File: src/rtl/uart_chan_regs.sv
module uart_chan_regs #(
  parameter int RX_DEPTH = 3
) (
  input  logic       clk,
  input  logic       rst_n,
  input  logic [2:0] addr,
  input  logic       wr_en,
  input  logic       rd_en,
  input  logic [7:0] wdata,
  output logic [7:0] rdata,
  input  logic       rx_push,
  input  logic [7:0] rx_byte,
  input  logic       rx_perr,
  input  logic       rx_ferr,
  input  logic       rx_break,
  input  logic       tx_pop,
  input  logic       tx_idle,
  output logic       tx_valid,
  output logic [7:0] tx_data,
  output logic       rx_enabled,
  output logic       tx_enabled,
  output logic [1:0] data_bits,
  output logic [2:0] parity_sel,
  output logic       two_stop,
  output logic       fifo_deep,
  output logic       tx_half,
  output logic [2:0] baud_mode,
  output logic [7:0] clk_sel,
  output logic       break_on,
  output logic       brk_chg
);
  localparam int PW = (RX_DEPTH > 1) ? $clog2(RX_DEPTH) : 1;
  localparam int CW = $clog2(RX_DEPTH + 1);
  localparam logic [3:0] C_PTR1 = 4'h1, C_RXRST = 4'h2, C_TXRST = 4'h3,
                         C_CLRERR = 4'h4, C_CLRBRK = 4'h5, C_BRKON = 4'h6,
                         C_BRKOFF = 4'h7, C_PTR0 = 4'hB;

  logic [1:0] mode_ptr;
  logic [7:0] mr0, mr1, mr2;
  logic [7:0] fifo [RX_DEPTH];
  logic [PW-1:0] wp, rp;
  logic [CW-1:0] rx_cnt;
  logic ovr_q, pe_q, fe_q, brk_q, brk_in_q, hold_v;
  logic [7:0] status;

  wire wr_mode = wr_en && addr == 3'd0;
  wire rd_mode = rd_en && addr == 3'd0;
  wire wr_cmd  = wr_en && addr == 3'd2;
  wire wr_thr  = wr_en && addr == 3'd3;
  wire [3:0] cmd = wr_cmd ? wdata[7:4] : 4'h0;

  wire fifo_full = rx_cnt == CW'(RX_DEPTH);
  wire rx_pop    = rd_en && addr == 3'd3 && rx_cnt != '0;
  wire push_en   = rx_push && rx_enabled;
  wire accept    = push_en && (!fifo_full || rx_pop);
  wire overflow  = push_en && fifo_full && !rx_pop;
  wire rx_flush  = cmd == C_RXRST;
  wire err_clr   = cmd == C_CLRERR;

  assign data_bits  = mr1[1:0];
  assign parity_sel = mr1[4:2];
  assign two_stop   = mr2[3:0] == 4'hF;
  assign fifo_deep  = mr0[3];
  assign tx_half    = mr0[4];
  assign baud_mode  = mr0[2:0];
  assign tx_valid   = hold_v && tx_enabled;

  always_ff @(posedge clk) begin
    if (!rst_n) begin
      mode_ptr <= 2'd1;
      mr0 <= '0; mr1 <= '0; mr2 <= '0;
      clk_sel <= '0;
      rx_enabled <= 1'b0;
      tx_enabled <= 1'b0;
      break_on <= 1'b0;
    end else begin
      if (cmd == C_PTR1) mode_ptr <= 2'd1;
      else if (cmd == C_PTR0) mode_ptr <= 2'd0;
      else if ((wr_mode || rd_mode) && mode_ptr != 2'd2) mode_ptr <= mode_ptr + 2'd1;
      if (wr_mode) begin
        case (mode_ptr)
          2'd0:    mr0 <= wdata;
          2'd1:    mr1 <= wdata;
          default: mr2 <= wdata;
        endcase
      end
      if (wr_en && addr == 3'd1) clk_sel <= wdata;
      if (wr_cmd) begin
        if (wdata[1]) rx_enabled <= 1'b0;
        else if (wdata[0]) rx_enabled <= 1'b1;
        if (wdata[3]) tx_enabled <= 1'b0;
        else if (wdata[2]) tx_enabled <= 1'b1;
      end
      if (cmd == C_BRKON) break_on <= 1'b1;
      else if (cmd == C_BRKOFF) break_on <= 1'b0;
    end
  end

  always_ff @(posedge clk) begin
    if (accept) fifo[wp] <= rx_byte;
  end

  always_ff @(posedge clk) begin
    if (!rst_n || rx_flush) begin
      wp <= '0; rp <= '0; rx_cnt <= '0;
    end else begin
      if (accept) wp <= (wp == PW'(RX_DEPTH - 1)) ? '0 : wp + 1'b1;
      if (rx_pop) rp <= (rp == PW'(RX_DEPTH - 1)) ? '0 : rp + 1'b1;
      if (accept && !rx_pop) rx_cnt <= rx_cnt + 1'b1;
      else if (!accept && rx_pop) rx_cnt <= rx_cnt - 1'b1;
    end
  end

  always_ff @(posedge clk) begin
    if (!rst_n) begin
      ovr_q <= 1'b0; pe_q <= 1'b0; fe_q <= 1'b0; brk_q <= 1'b0;
      brk_in_q <= 1'b0; brk_chg <= 1'b0;
    end else begin
      if (err_clr) begin
        ovr_q <= 1'b0; pe_q <= 1'b0; fe_q <= 1'b0; brk_q <= 1'b0;
      end else begin
        if (overflow) ovr_q <= 1'b1;
        if (accept && rx_perr) pe_q <= 1'b1;
        if (accept && rx_ferr) fe_q <= 1'b1;
        if (accept && rx_break) brk_q <= 1'b1;
      end
      brk_in_q <= rx_break;
      if (cmd == C_CLRBRK) brk_chg <= 1'b0;
      else if (rx_enabled && rx_break != brk_in_q) brk_chg <= 1'b1;
    end
  end

  always_ff @(posedge clk) begin
    if (!rst_n || cmd == C_TXRST) begin
      hold_v <= 1'b0;
      tx_data <= '0;
    end else if (wr_thr && tx_enabled && !hold_v) begin
      hold_v <= 1'b1;
      tx_data <= wdata;
    end else if (tx_pop && tx_valid) begin
      hold_v <= 1'b0;
    end
  end

  assign status = {brk_q, fe_q, pe_q, ovr_q, !hold_v && tx_idle,
                   tx_enabled && !hold_v, fifo_full, rx_cnt != '0};

  always_comb begin
    case (addr)
      3'd0:    rdata = (mode_ptr == 2'd0) ? mr0 : (mode_ptr == 2'd1) ? mr1 : mr2;
      3'd1:    rdata = status;
      3'd3:    rdata = (rx_cnt != '0) ? fifo[rp] : 8'h00;
      default: rdata = 8'h00;
    endcase
  end
endmodule

File: config.mk
export PLATFORM = sky130hd
export DESIGN_NAME = uart_chan_regs
export DESIGN_NICKNAME = d
export VERILOG_FILES = /design/src/rtl/uart_chan_regs.sv
export SDC_FILE = /design/constraint.sdc
export NUM_CORES = 1
export LEC_CHECK = 0
export BUFFER_PORTS_ARGS = -buffer_cell sky130_fd_sc_hd__buf_2
export CORE_AREA = 2 2 83 85
export CTS_BUF_LIST = sky130_fd_sc_hd__clkbuf_8
export CTS_CLUSTER_SIZE = 10
export DETAILED_ROUTE_END_ITERATION = 6
export DIE_AREA = 0 0 85 87
export PLACE_DENSITY = 0.81
export RECOVER_POWER = 25
export SYNTH_ARGS = -nofsm -noshare
export SYNTH_HDL_FRONTEND = slang
export SYNTH_SLANG_ARGS = --single-unit
File: constraint.sdc
create_clock -name clk -period 2.55 [get_ports clk]
set_input_delay 0 -clock clk [delete_from_list [all_inputs] [get_ports clk]]
set_output_delay 0 -clock clk [all_outputs]
set_load 0.05 [all_outputs]
==> flow_summary.yaml <==
finish:
  diodes: 0
  drive_above_1_share_pct: 17.3
  instances_no_fill: 526
  nNetsFinal: 474
  area_growth_pct: 20.3
drt:
  antenna_left: 0
  drt_wl_total_um: 8560
  drt-pass1-iter-count: 4
  drtIter0Drc: 168
  wl_per_cell_um: 16.3
  vias: 2874
  drc: 0
  vias_per_cell: 5.46
placed_design:
  port_buffers: 68
  routabilityCongestion: 0.825
  placed_cells: 489
  dp_hpwl_um: 5710
logic_synthesis:
  syn_area_um2: 3690
  yosysWarnings: 0
  synthAdderAreaFrac_pct: 1.36
  yosys.area.top_type: "dfxtp_1"
  synth_cell_type_count: 42
  synth_compound_area_share_pct: 9.57
  synthFlopType: "dfxtp_1"
  synthTopCellsByArea: "dfxtp_1 33%, edfxtp_1 20%, mux2i_1 14%"
  yosysSeqAreaShare_pct: 52.1
  synth_top_area_share_pct: 32.6
  netlist_instances: 365
  synthMuxAreaShare_pct: 13.9
  synth_edf_count: 24
  synth_top_family_by_area: "simple AND/OR/NAND/NOR gates"
  syn-num-nets: 398
  synth-xor-area-share_pct: 1.19
  synthArstFlopShare_pct: 0
  ys_seq_elements: 84
  synth.avg_cell_area_um2: 10.1
  synth_simple_gate_area_share_pct: 17.0
outcome:
  status: "complete, no violations"
critical_path:
  crit_arrival_ns: 2.30
  r2r-end: "mr2[7]$_SDFFE_PN0P_"
  r2r_cells: 6
  cp_max_fo: 10
  slowest_delay_ns: 0.54
  worstReg2RegStart: "mode_ptr[0]$_SDFFE_PP1P_"
  criticalPathCategory: "reg2out"
  critPathSlowestCell: "ha_1"
  crit_required_ns: 2.55
  r2r_slack_ns: 0.59
  critPathCaptureType: "primary output"
  start_kind: "register"
  crit_chain: "ha_1 > mux2i_1 > o21ai_0 > a22oi_1 > nand2_1 > buf_2"
die:
  core_um2: 6570
  die_area_um2: 7400
  die_x_um: 85
  start_util_pct: 56.1
  io_pins: 69
  num_rows: 30
  die_y_um: 87
pwr:
  ir_drop_mv: 0.340
  p_leak_uw: 0.00193
  powerDensity_nw_per_um2: 627
clock_network:
  cts_sinks: 84
  clock_tree.root_cell: "clkbuf_8"
  clk_pin_slew_ns: 0.08
  htree_levels: 3
  clk_latency_ns: 0.36
  ctsHoldBuffers: 21
  cts_buffer_depth: 2
  cts_made_buffers: 9
  cts_tree: "done"
  cts_resized: 0
  postCtsSetupRepairBufs: 0
global_routing:
  grtUsageMet3_pct: 6.35
  grt.met2_usage_pct: 38.4
  grtUsageTotal_pct: 23.8
  met1_usage_pct: 30.0
  busiest_layer: "met2"
  overflow: 0
  grt_pass1_wl_um: 13600
  grt_max_degree: 23
  grt_pass1_vias: 2750
  antenna_found_initial: 0
timing:
  slew_viol_final: 0
  worst-slew-pin-transition_ns: 0.745
  post-route-period-util_pct: 90.0
  tns_ns: 0
  grt_setup_unrepaired: "false"
  period_needed_ns: 2.30
  setup_viol: 0
  fmax_mhz: 436
  finalHoldViolCount: 0
  clock_skew_ns: 0.00670
  relSlewSlack_pct: 50.3
min_path:
  hold_start: "rx_push"
  hold_class: "in2reg"
  hold_depth: 5
  hold_path_end: "ovr_q$_SDFFE_PP0P_"
run:
  cap_violations: 0
[metal layers]
metal	share of wire [%]	up-vias	wire length [µm]
li1	-	1411	-
met1	44	1360	3760
met2	49	82	4180
met3	4.7	21	399
met4	2.5	0	216
met5	0	-	0
[flip-flops by register name (all words and copies together), names as in the netlist, 2 cells and up, named ones only]
signal,count
fifo,24
rx_cnt,2
tx_data,8
mode_ptr,2
clk_sel,8
mr0,8
wp,2
mr1,8
rp,2
mr2,8
[cells in the final DEF (no fill, tap or decap), drive strengths merged, types with 2 or more instances in the layout]
master	n
a211oi	4
a21o	2
a21oi	19
a22oi	7
a311oi	2
and2	3
and4b	2
buf	50
bufinv	3
clkbuf	30
clkinv	3
dfxtp	60
dlygate4sd3	21
edfxtp	24
ha	4
inv	10
mux2i	50
nand2	52
nand3	6
nand3b	3
nor2	46
nor2b	3
nor3	4
nor3b	2
o21ai	15
o31ai	2
or3	3
xnor2	2
xor2	3
[how the worst max path moves through the flow]
stage	start	to	slack [ns]
floorplan	rx_enabled$_SDFFE_PN0P_	fifo[2][0]$_DFFE_PP_	0.47
global placement	mode_ptr[0]$_SDFFE_PP1P_	rdata[2]	0.75
detailed placement	mode_ptr[0]$_SDFFE_PP1P_	mr2[7]$_SDFFE_PN0P_	0.70
CTS	mode_ptr[0]$_SDFFE_PP1P_	rdata[2]	0.26
global route	mode_ptr[0]$_SDFFE_PP1P_	rdata[2]	0.15
finish	mode_ptr[0]$_SDFFE_PP1P_	rdata[2]	0.25
[where the power goes]
group          internal (µW)  switching (µW)  total [µW]
sequential              1380            11.1        1400
combinational           86.7             145         231
clock                    659             496        1160
total                   2130             652        2780
[area by class of cell]
type	count	area, µm²
Clock buffer	9	124
Clock inverter	7	124
Fill cell	499	2130
Inverter	9	33.8
Multi-Input combinational cell	245	1590
Sequential cell	84	1920
Tap cell	80	100
Timing Repair Buffer	92	547
[cells by family (layout without fill, tap and decap cells)]
group | Yosys count | in the layout
adders and majority gates | 4 | 4
and+or+nand+nor | 131 | 131
AOI/OAI and AO/OA | 54 | 54
muxes | 51 | 51
DFF | 84 | 84
xor gates and xnor gates | 5 | 5
buffers and inverters | 36 | 117
[worst max-delay path: cells and delay by family (launching register included)]
kind                     cells  cell delay, ns
multiplexers                 1            0.25
AO/OA/AOI/OAI                2            0.45
AND/OR/NAND/NOR              1            0.08
adder cells (fa/ha/maj)      1            0.54
flip-flops                   1            0.40
buffers and inverters        1            0.21
[metrics by stage]
stage / power [µW] / setup WS, ns / hold WS (ns) / cell area, µm² / utilization [%]
floorplan: 1560 / 0.468 / 0.0956 / 3690 / -
global placement: 1630 / 0.753 / 0.200 / 4000 / 61.0
detailed placement: 1630 / 0.696 / 0.204 / 4000 / 61.0
CTS: 2790 / 0.256 / 0.0135 / 4460 / 67.9
global route: 2870 / 0.146 / 0.0605 / 4440 / 67.5
finish: 2780 / 0.254 / 0.0167 / 4440 / 67.5
[cells in the mapped netlist (all sizes together), types with 3 or more instances]
cell    count
ha          4
or3         3
inv         9
xor2        3
mux2i      50
a211oi      4
and2        3
edfxtp     24
nand2      52
nor3        4
clkbuf     12
o21ai      15
nor2       46
nor2b       3
buf        15
dfxtp      60
a22oi       7
nand3b      3
nand3       6
a21oi      19
(Power assumes the default switching activity.)
